`config.mk`:
```
export PLATFORM = sky130hd
export DESIGN_NAME = buck_fault_sup
export DESIGN_NICKNAME = d
export VERILOG_FILES = /design/src/rtl/fsup_pkg.sv /design/src/rtl/fsup_oc_track.sv /design/src/rtl/fsup_hiccup.sv /design/src/rtl/buck_fault_sup.sv
export SDC_FILE = /design/constraint.sdc
export NUM_CORES = 1
export LEC_CHECK = 0
export BUFFER_PORTS_ARGS = -buffer_cell sky130_fd_sc_hd__buf_2
export CORE_ASPECT_RATIO = 0.8
export CORE_MARGIN = 1
export CORE_UTILIZATION = 49
export CTS_BUF_LIST = sky130_fd_sc_hd__clkbuf_4 sky130_fd_sc_hd__clkbuf_8 sky130_fd_sc_hd__clkbuf_16
export DETAILED_ROUTE_END_ITERATION = 12
export PLACE_DENSITY = 0.74
export SYNTH_ARGS = -nofsm -noshare
export SYNTH_HDL_FRONTEND = slang
export SYNTH_HIERARCHICAL = 1
export SYNTH_SLANG_ARGS = --single-unit
```
`constraint.sdc`:
```
create_clock -name clk -period 1.94 [get_ports clk]
set_input_delay 0.388 -clock clk [delete_from_list [all_inputs] [get_ports clk]]
set_output_delay 0.388 -clock clk [all_outputs]
set_load 0.05 [all_outputs]
```
`src/rtl/fsup_pkg.sv`:
```
package fsup_pkg;

    typedef enum logic [2:0] {
        ST_OFF    = 3'd0,
        ST_START  = 3'd1,
        ST_RUN    = 3'd2,
        ST_HICCUP = 3'd3,
        ST_HOT    = 3'd4
    } fsup_state_e;

    typedef enum logic [1:0] {
        FC_NONE  = 2'b00,
        FC_OC    = 2'b01,
        FC_UV    = 2'b10,
        FC_THERM = 2'b11
    } fsup_code_e;

endpackage

```
`src/rtl/fsup_oc_track.sv`:
```
module fsup_oc_track #(
    parameter int SHUT_CNT = 8,
    parameter int FLAG_LIM = 4
) (
    input  logic                          clk,
    input  logic                          rst_n,
    input  logic                          active,
    input  logic                          strobe,
    input  logic                          oc_det,
    output logic [$clog2(SHUT_CNT+1)-1:0] cnt,
    output logic                          flag,
    output logic                          trip,
    output logic                          blank
);
    localparam int CW = $clog2(SHUT_CNT + 1);
    localparam logic [CW-1:0] CNT_LAST = CW'(SHUT_CNT - 1);
    localparam logic [CW-1:0] CNT_MAX  = CW'(SHUT_CNT);
    localparam logic [CW-1:0] CNT_FLAG = CW'(FLAG_LIM);

    // overcurrent seen so far in the current switching cycle
    logic pend;

    always_ff @(posedge clk) begin
        if (!rst_n || !active) begin
            pend <= 1'b0;
            cnt  <= '0;
            flag <= 1'b0;
        end else begin
            pend <= strobe ? oc_det : (pend | oc_det);
            if (strobe) begin
                if (pend) begin
                    if (cnt != CNT_MAX) begin
                        cnt <= cnt + 1'b1;
                    end
                    flag <= 1'b1;
                end else begin
                    cnt <= '0;
                    if (cnt < CNT_FLAG) begin
                        flag <= 1'b0;
                    end
                end
            end
        end
    end

    always_comb begin
        trip  = active & strobe & pend & (cnt == CNT_LAST);
        blank = oc_det | (pend & ~strobe);
    end

endmodule

```
`src/rtl/fsup_hiccup.sv`:
```
module fsup_hiccup #(
    parameter int PERIODS = 4
) (
    input  logic clk,
    input  logic rst_n,
    input  logic wait_en,
    input  logic ss_done,
    output logic done
);
    localparam int HW = $clog2(PERIODS + 1);
    localparam logic [HW-1:0] HLAST = HW'(PERIODS - 1);

    logic [HW-1:0] seen;

    always_ff @(posedge clk) begin
        if (!rst_n || !wait_en) begin
            seen <= '0;
        end else if (ss_done) begin
            seen <= seen + 1'b1;
        end
    end

    always_comb begin
        done = wait_en & ss_done & (seen == HLAST);
    end

endmodule

```
`src/rtl/buck_fault_sup.sv`:
```
module buck_fault_sup
    import fsup_pkg::*;
#(
    parameter int OC_SHUT_CNT    = 8,
    parameter int OC_FLAG_LIM    = 4,
    parameter int HICCUP_PERIODS = 4
) (
    input  logic       clk,
    input  logic       rst_n,
    input  logic       cyc_strobe,
    input  logic       oc_det,
    input  logic       uv_det,
    input  logic       ot_hot,
    input  logic       ot_cool,
    input  logic       por_ok,
    input  logic       en_in,
    input  logic       ss_done,
    output logic       run,
    output logic       hs_blank,
    output logic       en_pulldown,
    output logic       ss_restart,
    output logic [1:0] fault_code
);
    localparam int CW = $clog2(OC_SHUT_CNT + 1);
    localparam logic [CW-1:0] FLAG_LIM_C = CW'(OC_FLAG_LIM);

    fsup_state_e   st, st_nxt;
    fsup_code_e    code_q, code_nxt;
    logic          active, in_hiccup;
    logic [CW-1:0] oc_cnt;
    logic          oc_flag, oc_trip, hic_done;
    logic          uv_alone, uv_after_oc;
    logic          restart_nxt;

    always_comb begin
        active    = (st == ST_START) || (st == ST_RUN);
        in_hiccup = (st == ST_HICCUP);
    end

    fsup_oc_track #(
        .SHUT_CNT (OC_SHUT_CNT),
        .FLAG_LIM (OC_FLAG_LIM)
    ) u_oc (
        .clk    (clk),
        .rst_n  (rst_n),
        .active (active),
        .strobe (cyc_strobe),
        .oc_det (oc_det),
        .cnt    (oc_cnt),
        .flag   (oc_flag),
        .trip   (oc_trip),
        .blank  (hs_blank)
    );

    fsup_hiccup #(
        .PERIODS (HICCUP_PERIODS)
    ) u_hic (
        .clk     (clk),
        .rst_n   (rst_n),
        .wait_en (in_hiccup),
        .ss_done (ss_done),
        .done    (hic_done)
    );

    always_comb begin
        uv_alone    = uv_det & ~oc_flag;
        uv_after_oc = uv_det & oc_flag & (oc_cnt < FLAG_LIM_C);
    end

    // next state and next status code
    always_comb begin
        st_nxt   = st;
        code_nxt = code_q;
        unique case (st)
            ST_OFF: begin
                if (ot_hot) begin
                    st_nxt   = ST_HOT;
                    code_nxt = FC_THERM;
                end else if (por_ok && en_in) begin
                    st_nxt = ST_START;
                end
            end
            ST_START, ST_RUN: begin
                if (ot_hot) begin
                    st_nxt   = ST_HOT;
                    code_nxt = FC_THERM;
                end else if (!por_ok || !en_in) begin
                    st_nxt = ST_OFF;
                end else if (oc_trip || uv_after_oc) begin
                    st_nxt   = ST_HICCUP;
                    code_nxt = FC_OC;
                end else if (uv_alone) begin
                    st_nxt   = ST_HICCUP;
                    code_nxt = FC_UV;
                end else if (st == ST_START && ss_done) begin
                    st_nxt   = ST_RUN;
                    code_nxt = FC_NONE;
                end
            end
            ST_HICCUP: begin
                if (ot_hot) begin
                    st_nxt   = ST_HOT;
                    code_nxt = FC_THERM;
                end else if (hic_done) begin
                    st_nxt = ST_OFF;
                end
            end
            ST_HOT: begin
                if (ot_cool && !ot_hot) begin
                    st_nxt = ST_OFF;
                end
            end
            default: begin
                st_nxt = ST_OFF;
            end
        endcase
    end

    always_comb begin
        restart_nxt = ((st_nxt == ST_START) && (st != ST_START))
                    || ((st_nxt == ST_HICCUP) && (st != ST_HICCUP))
                    || ((st == ST_HICCUP) && (st_nxt == ST_HICCUP) && ss_done);
    end

    // state register
    always_ff @(posedge clk) begin
        if (!rst_n) begin
            st <= ST_OFF;
        end else begin
            st <= st_nxt;
        end
    end

    // registered outputs
    always_ff @(posedge clk) begin
        if (!rst_n) begin
            code_q      <= FC_NONE;
            run         <= 1'b0;
            en_pulldown <= 1'b0;
            ss_restart  <= 1'b0;
        end else begin
            code_q      <= code_nxt;
            run         <= (st_nxt == ST_START) || (st_nxt == ST_RUN);
            en_pulldown <= (st_nxt == ST_HICCUP);
            ss_restart  <= restart_nxt;
        end
    end

    always_comb begin
        fault_code = code_q;
    end

endmodule

```
==> results of run 1 <==
## metrics by stage
step | hold WS, ns | power [uW] | std cells
after CTS | 0.399 | 657 | 159
after global routing | 0.405 | 689 | 159
after global placement | 0.479 | 457 | 155
after floorplan | 0.465 | 430 | 113
after detailed placement | 0.487 | 459 | 155
final | 0.398 | 655 | 159
## sequential cells by signal (all words and copies together), names as in the netlist
register and count:
u_oc/cnt 4, st 3, u_hic/seen 3, fault_code 2, en_pulldown 1, run 1
ss_restart 1, u_oc/flag 1, u_oc/pend 1
## worst paths after layout
path	start	endpoint	slack (ns)	depth (start not counted)
worst max register to register	st[0]	run	0.10	7
worst max-delay path	st[0]	run	0.10	7
worst min-delay path	ss_done	u_hic/seen[2]	0.40	2
worst min register to register	u_hic/seen[2]	u_hic/seen[2]	0.49	2
## routing by layer
layer	track usage [%]	up-vias
met1	30.2	425
met2	30.1	44
met3	8.42	5
met5	0	-
met4	3.78	0
li1	-	463
## kinds of logic (layout without fill, tap and decap cells)
| logic type | after synthesis | count (layout) | synth area share [%] |
|---|---|---|---|
| fa+ha+maj | 4 | 4 | 5.17 |
| xor+xnor | 2 | 2 | 2.59 |
| compound gates | 30 | 30 | 21.9 |
| simple gates | 49 | 49 | 27.9 |
| mux | 2 | 2 | 2.20 |
| buf+inv | 9 | 33 | 5.04 |
| flops | 17 | 17 | 35.2 |
## worst reg2reg max path: cells and delay by family (launching register included)
kind | cells | cell delay, ns
compound gates | 2 | 0.38
xor+xnor | 1 | 0.15
flops | 1 | 0.36
mux | 1 | 0.37
simple gates | 3 | 0.47
## report_power, final
group	switching (uW)	internal, uW
Combinational	58.9	35.8
Sequential	3.65	355
Clock	107	94.1
## placed cells by master, fill, tap and decap left out, drive strengths merged, types with 3 or more instances in the layout
master  Yosys  layout
and3b       3       3
clkbuf      0       4
a31oi       4       4
buf         3      23
nor2       10      10
o21ai       5       5
inv         6       6
nand2      11      11
ha          4       4
dfxtp      17      17
a21oi       6       6
nand3       6       6
or3         3       3
nor2b       4       4
## cell type report
| cell class | instances | area, sq um |
|---|---|---|
| Clock buffer | 4 | 30.0 |
| Multi-Input combinational cell | 87 | 598 |
| Inverter | 6 | 22.5 |
| Tap cell | 22 | 27.5 |
| Timing Repair Buffer | 23 | 135 |
| Sequential cell | 17 | 340 |
| Fill cell | 143 | 587 |
## timing repair
| item | in CTS | in global routing |
|---|---|---|
| gates resized for setup | 0 | 3 |
| setup buffers | 0 | 0 |
| setup endpoints to repair | 0 | 2 |
==> impl_metrics.xml, run 1 <==
<?xml version="1.0" encoding="UTF-8"?>
<metrics>
  <group name="clocking">
    <metric name="clock-sinks" unit="">17</metric>
    <metric name="cts_hold_repair.buffers" unit="">0</metric>
    <metric name="cts.path.max_buffers" unit="">2</metric>
    <metric name="cts_buffers" unit="">3</metric>
    <metric name="clkTransAtPathRegs" unit="ns">0.09</metric>
    <metric name="tritoncts" unit="">built</metric>
    <metric name="insertion_delay" unit="ns">0.29</metric>
    <metric name="h-tree-depth" unit="">1</metric>
    <metric name="buffer_type_at_the_clock_tree_root" unit="">clkbuf_4</metric>
  </group>
  <group name="logic_synthesis">
    <metric name="top_cells_by_count_synth" unit="">dfxtp_1 (17), nand2_1 (11), nor2_1 (10)</metric>
    <metric name="async_sr_flop_fraction" unit="%">0</metric>
    <metric name="post-synth-top-area-fraction" unit="%">35.2</metric>
    <metric name="ys_top_cells_by_area" unit="">dfxtp_1 (35%), ha_1 (5.2%), nand2_1 (4.3%)</metric>
    <metric name="cell_with_the_most_instances_after_synthesis" unit="">dfxtp_1</metric>
    <metric name="synth_sequential_area_ratio" unit="%">35.2</metric>
    <metric name="synthFlopType" unit="">dfxtp_1</metric>
    <metric name="synth_nets" unit="">127</metric>
    <metric name="synth_seq_cells" unit="">17</metric>
    <metric name="number_of_enable_flip_flop_cells_after_synthesis" unit="">0</metric>
    <metric name="postSynthCellCount" unit="">113</metric>
    <metric name="syn-mean-instance-area" unit="sq um">8.56</metric>
    <metric name="synth.yosys.warnings" unit="">6</metric>
    <metric name="biggest_area_consumer_among_synthesized_cells" unit="">dfxtp_1</metric>
    <metric name="synth.distinct_cells" unit="">41</metric>
    <metric name="mappedNetlistArea" unit="sq um">967</metric>
  </group>
  <group name="grt">
    <metric name="global_route_wire_length_before_repair" unit="um">3460</metric>
    <metric name="grt.total_usage" unit="%">21.2</metric>
    <metric name="grt.overflow.total" unit="">0</metric>
    <metric name="vias_in_the_first_global_route" unit="">796</metric>
    <metric name="antenna_found_initial" unit="">0</metric>
    <metric name="grt_start_max_net_pins" unit="">10</metric>
  </group>
  <group name="worst_setup_path">
    <metric name="timing_worst_setup_path_type" unit="">reg -&gt; reg</metric>
    <metric name="worst_setup_path_end_kind" unit="">flip-flop</metric>
    <metric name="critPathArrivalTime" unit="ns">2.03</metric>
    <metric name="cp_cell_sequence" unit="">xnor2_2 &gt; nor2_1 &gt; nand2_1 &gt; nor3_4 &gt; a221oi_2 &gt; o31ai_2 &gt; mux2_2</metric>
    <metric name="crit_path_top_delay_cell" unit="">mux2_2</metric>
    <metric name="cp_top_family" unit="">simple AND/OR/NAND/NOR gates</metric>
    <metric name="cpPeakStageDelay" unit="ns">0.37</metric>
    <metric name="crit_buf_inv" unit="">0</metric>
    <metric name="worst_setup_sp_type" unit="">flip-flop</metric>
    <metric name="critical_path_required" unit="ns">2.13</metric>
    <metric name="timing.critical_path.fanout_max" unit="">5</metric>
  </group>
  <group name="floorplanning">
    <metric name="start_util" unit="%">55.6</metric>
    <metric name="die_w" unit="um">51.7</metric>
    <metric name="io_pins" unit="">16</metric>
    <metric name="placeableCoreArea" unit="sq mm">0.00174</metric>
    <metric name="row_count" unit="">13</metric>
    <metric name="chipHeight" unit="um">41.7</metric>
    <metric name="die_area" unit="sq mm">0.00216</metric>
  </group>
  <group name="routing">
    <metric name="wl_per_cell" unit="um">13.3</metric>
    <metric name="routed_via_density" unit="">5.89</metric>
    <metric name="routed-wl-met3" unit="um">203</metric>
    <metric name="routed-via-count" unit="">937</metric>
    <metric name="top_layer" unit="">met4</metric>
    <metric name="route.final.wire_length" unit="um">2110</metric>
    <metric name="detail-route-antenna-nets" unit="">0</metric>
    <metric name="wl_met1" unit="um">1010</metric>
    <metric name="drt_pass1_iterations" unit="">4</metric>
    <metric name="detail_route.drc_violations" unit="">0</metric>
    <metric name="detailroute.wirelength.met2" unit="um">871</metric>
    <metric name="detail_route.iter0.violations" unit="">38</metric>
  </group>
  <group name="timing">
    <metric name="worst_clock_skew" unit="ns">0.00289</metric>
    <metric name="final-setup-viol-count" unit="">0</metric>
    <metric name="tightestPinTransition" unit="ns">0.485</metric>
    <metric name="tns" unit="ns">0</metric>
    <metric name="layout_min_cycle_time" unit="ns">1.84</metric>
    <metric name="final.setup.worst_slack" unit="ns">0.102</metric>
    <metric name="max_freq" unit="GHz">0.544</metric>
    <metric name="slew_viol_final" unit="">0</metric>
    <metric name="timing.final.hold_violations" unit="">0</metric>
    <metric name="timing.max_slew.rel_slack" unit="%">67.7</metric>
    <metric name="final_min_period_over_clock_period" unit="%">94.8</metric>
  </group>
  <group name="power">
    <metric name="cellPowerDensity" unit="mW/mm^2">567</metric>
    <metric name="irDropWorstVdd" unit="mV">0.339</metric>
    <metric name="power.leakage" unit="uW">0.000466</metric>
  </group>
  <group name="placement">
    <metric name="placement.setup.worst_slack" unit="ns">0.00998</metric>
    <metric name="post_placement_cell_area" unit="sq mm">0.00111</metric>
    <metric name="post-dp-hpwl" unit="um">1590</metric>
    <metric name="placement.io_buffers" unit="">15</metric>
    <metric name="gp_congestion" unit="">0.865</metric>
  </group>
  <group name="cells_and_area">
    <metric name="flow.area_growth_from_synthesis" unit="%">19.3</metric>
    <metric name="diodes" unit="">0</metric>
    <metric name="nets" unit="">152</metric>
    <metric name="final_cell_area" unit="sq mm">0.00115</metric>
    <metric name="finish.utilization" unit="%">66.3</metric>
    <metric name="post_route_cells_drive_above_1_share" unit="%">25.5</metric>
  </group>
  <group name="worst_hold_path">
    <metric name="hp-class" unit="">in -&gt; reg</metric>
  </group>
  <group name="run_status">
    <metric name="status" unit="">completed</metric>
  </group>
  <group name="run">
    <metric name="max_capacitance_violation_count" unit="">0</metric>
  </group>
</metrics>
Note: power is estimated with default switching activity, not from simulation.
==> run 2: changes to the inputs <==
--- a/config.mk
+++ b/config.mk
@@ -6,7 +6,6 @@
 export NUM_CORES = 1
 export LEC_CHECK = 0
 export BUFFER_PORTS_ARGS = -buffer_cell sky130_fd_sc_hd__buf_2
-export CORE_ASPECT_RATIO = 0.8
 export CORE_MARGIN = 1
 export CORE_UTILIZATION = 49
 export CTS_BUF_LIST = sky130_fd_sc_hd__clkbuf_4 sky130_fd_sc_hd__clkbuf_8 sky130_fd_sc_hd__clkbuf_16
==> impl_metrics.xml, run 2 (synthesis results as in run 1) <==
<?xml version="1.0" encoding="UTF-8"?>
<metrics>
  <group name="run_status">
    <metric name="status" unit="">completed</metric>
  </group>
  <group name="worst_setup_path">
    <metric name="critical_path_depth_in_cells" unit="">7</metric>
    <metric name="crit-reg2reg-launch" unit="">u_hic/seen[0]</metric>
    <metric name="endpoint" unit="">run</metric>
    <metric name="critical_path_required" unit="ns">2.13</metric>
    <metric name="cp_top_family" unit="">simple AND/OR/NAND/NOR gates</metric>
    <metric name="timing.critical_path.fanout_max" unit="">4</metric>
    <metric name="rr_endpoint" unit="">run</metric>
    <metric name="crit_path_top_delay_cell" unit="">mux2_2</metric>
    <metric name="worst_path_most_repeated_cell" unit="">ha_1</metric>
    <metric name="ff_to_ff_path_depth" unit="">7</metric>
    <metric name="cpPeakStageDelay" unit="ns">0.38</metric>
    <metric name="cp_cell_sequence" unit="">ha_1 &gt; ha_1 &gt; and3_2 &gt; nand3b_1 &gt; o31a_1 &gt; o31ai_2 &gt; mux2_2</metric>
    <metric name="beginning_of_the_critical_path" unit="">u_hic/seen[0]</metric>
    <metric name="worst_setup_path_end_kind" unit="">flip-flop</metric>
    <metric name="crit_buf_inv" unit="">0</metric>
    <metric name="timing_worst_setup_path_type" unit="">reg -&gt; reg</metric>
    <metric name="regToRegSetupSlack" unit="ns">0.09</metric>
    <metric name="critPathArrivalTime" unit="ns">2.03</metric>
    <metric name="worst_setup_sp_type" unit="">flip-flop</metric>
  </group>
  <group name="timing">
    <metric name="slew_viol_final" unit="">0</metric>
    <metric name="worst_clock_skew" unit="ns">0.00200</metric>
    <metric name="max_freq" unit="GHz">0.542</metric>
    <metric name="final_min_period_over_clock_period" unit="%">95.1</metric>
    <metric name="tns" unit="ns">0</metric>
    <metric name="final-setup-viol-count" unit="">0</metric>
    <metric name="timing.max_slew.rel_slack" unit="%">75.3</metric>
    <metric name="final.setup.worst_slack" unit="ns">0.0947</metric>
    <metric name="layout_min_cycle_time" unit="ns">1.85</metric>
    <metric name="rsz_0062_raised_after_global_routing" unit="">no</metric>
    <metric name="tightestPinTransition" unit="ns">0.368</metric>
    <metric name="timing.final.hold_violations" unit="">0</metric>
  </group>
  <group name="grt">
    <metric name="grt.overflow.total" unit="">0</metric>
    <metric name="global_route_wire_length_before_repair" unit="um">3370</metric>
    <metric name="vias_in_the_first_global_route" unit="">831</metric>
    <metric name="gr-usage-met3" unit="%">5.88</metric>
    <metric name="grt_start_max_net_pins" unit="">10</metric>
    <metric name="antenna_found_initial" unit="">0</metric>
    <metric name="globalRoute.busiestLayer" unit="">met2</metric>
    <metric name="grt_util_met1" unit="%">23.8</metric>
    <metric name="grt.total_usage" unit="%">21.9</metric>
    <metric name="gr-usage-met2" unit="%">40.3</metric>
  </group>
  <group name="routing">
    <metric name="drt_pass1_iterations" unit="">4</metric>
    <metric name="routed-via-count" unit="">938</metric>
    <metric name="wl_per_cell" unit="um">13.4</metric>
    <metric name="detail_route.iter0.violations" unit="">18</metric>
    <metric name="detail-route-antenna-nets" unit="">0</metric>
    <metric name="detail_route.drc_violations" unit="">0</metric>
    <metric name="route.final.wire_length" unit="um">2190</metric>
    <metric name="routed_via_density" unit="">5.75</metric>
  </group>
  <group name="cells_and_area">
    <metric name="most_flops_register" unit="">u_oc/cnt</metric>
    <metric name="commonest_cells_after_routing_fill_and_taps_aside" unit="">dfxtp_1 (17), buf_2 (15), nand2_1 (11), nor2_1 (9), buf_4 (9)</metric>
    <metric name="nets" unit="">153</metric>
    <metric name="post_route_cells_drive_above_1_share" unit="%">27.5</metric>
    <metric name="largest_reg_flops" unit="">4</metric>
    <metric name="register_area" unit="sq um">340</metric>
    <metric name="biggest_registers_after_layout" unit="">u_oc/cnt x4, st x3, u_hic/seen x3</metric>
    <metric name="multi_input_comb_area" unit="sq um">607</metric>
    <metric name="diodes" unit="">0</metric>
    <metric name="layout.filler_cells" unit="">146</metric>
    <metric name="commonest_non_fill_non_tap_cell_in_the_layout" unit="">dfxtp_1</metric>
    <metric name="flow.area_growth_from_synthesis" unit="%">21.3</metric>
    <metric name="fin_cells" unit="">163</metric>
  </group>
  <group name="power">
    <metric name="power.leakage" unit="uW">0.000470</metric>
    <metric name="irDropWorstVdd" unit="mV">0.459</metric>
    <metric name="total_power" unit="uW">662</metric>
    <metric name="cellPowerDensity" unit="mW/mm^2">564</metric>
  </group>
  <group name="floorplanning">
    <metric name="die_area" unit="sq mm">0.00216</metric>
    <metric name="placeableCoreArea" unit="sq mm">0.00178</metric>
    <metric name="io_pins" unit="">16</metric>
    <metric name="chipHeight" unit="um">46.4</metric>
    <metric name="die_w" unit="um">46.4</metric>
    <metric name="row_count" unit="">15</metric>
    <metric name="start_util" unit="%">54.2</metric>
  </group>
  <group name="clocking">
    <metric name="clock-sinks" unit="">17</metric>
    <metric name="clkTransAtPathRegs" unit="ns">0.10</metric>
    <metric name="buffer_type_at_the_clock_tree_root" unit="">clkbuf_4</metric>
    <metric name="cts.path.max_buffers" unit="">2</metric>
    <metric name="insertion_delay" unit="ns">0.29</metric>
    <metric name="h-tree-depth" unit="">1</metric>
    <metric name="cts_buffers" unit="">3</metric>
    <metric name="tritoncts" unit="">built</metric>
    <metric name="cts_hold_repair.buffers" unit="">0</metric>
  </group>
  <group name="placement">
    <metric name="placement.io_buffers" unit="">15</metric>
    <metric name="placed_cells_incl_taps" unit="">157</metric>
    <metric name="gp_congestion" unit="">0.831</metric>
    <metric name="placement.setup.worst_slack" unit="ns">0.0777</metric>
    <metric name="post-dp-hpwl" unit="um">1570</metric>
  </group>
  <group name="worst_hold_path">
    <metric name="hp-class" unit="">in -&gt; reg</metric>
  </group>
  <group name="run">
    <metric name="max_capacitance_violation_count" unit="">0</metric>
  </group>
</metrics>
==> run 2: cell count changes in the layout (fill, tap and decap cells not counted) <==
cell      previous run  this run
buf_4                8         9
a221oi_1             1         0
a221oi_2             1         2
nor2_2               0         1
nor2_1              10         9
==> run 2: worst min-delay path by stage <==
stage                  start            end  slack (ns)  depth (start not counted)
6_report             ss_done  u_hic/seen[2]        0.40                          2
5_1_grt              ss_done  u_hic/seen[2]        0.40                          2
4_1_cts              ss_done  u_hic/seen[2]        0.38                          2
3_5_place_dp   u_hic/seen[2]  u_hic/seen[2]        0.49                          2
3_3_place_gp   u_hic/seen[1]  u_hic/seen[1]        0.48                          2
2_1_floorplan  u_hic/seen[1]  u_hic/seen[1]        0.46                          2
==> run 2: area by class of cell <==
cell class              instances  share of cell area [%]
repair buffers                 24                    12.2
flip-flops and latches         17                    29.0
inverters                       6                    1.92
multi-input cells              87                    51.7
clock buffers                   4                    2.56
well taps                      25                    2.67
==> run 2: report_power, final <==
group          switching (uW)  internal (uW)
clock network             114           94.0
registers                3.28            355
logic                    59.1           37.1
total                     176            486
==> run 2: repair_timing <==
| action | CTS | global route |
|---|---|---|
| gates resized for setup | 0 | 5 |
| setup buffers | 0 | 2 |
| setup endpoints to repair | 0 | 5 |
==> run 2: per-stage QoR <==
| stage | cell area (sq um) | hold WS [ns] | utilization (%) |
|---|---|---|---|
| floorplan | 972 | 0.465 | - |
| global placement | 1100 | 0.478 | 62.0 |
| detailed placement | 1100 | 0.486 | 62.0 |
| CTS | 1130 | 0.384 | 63.6 |
| global route | 1170 | 0.396 | 65.8 |
| finish | 1170 | 0.397 | 65.8 |
==> run 2: layer usage <==
metal,vias to the layer above,part of all wire (%)
li1,468,-
met1,441,40
met2,25,55
met3,4,3.8
met4,0,1.1
met5,-,0
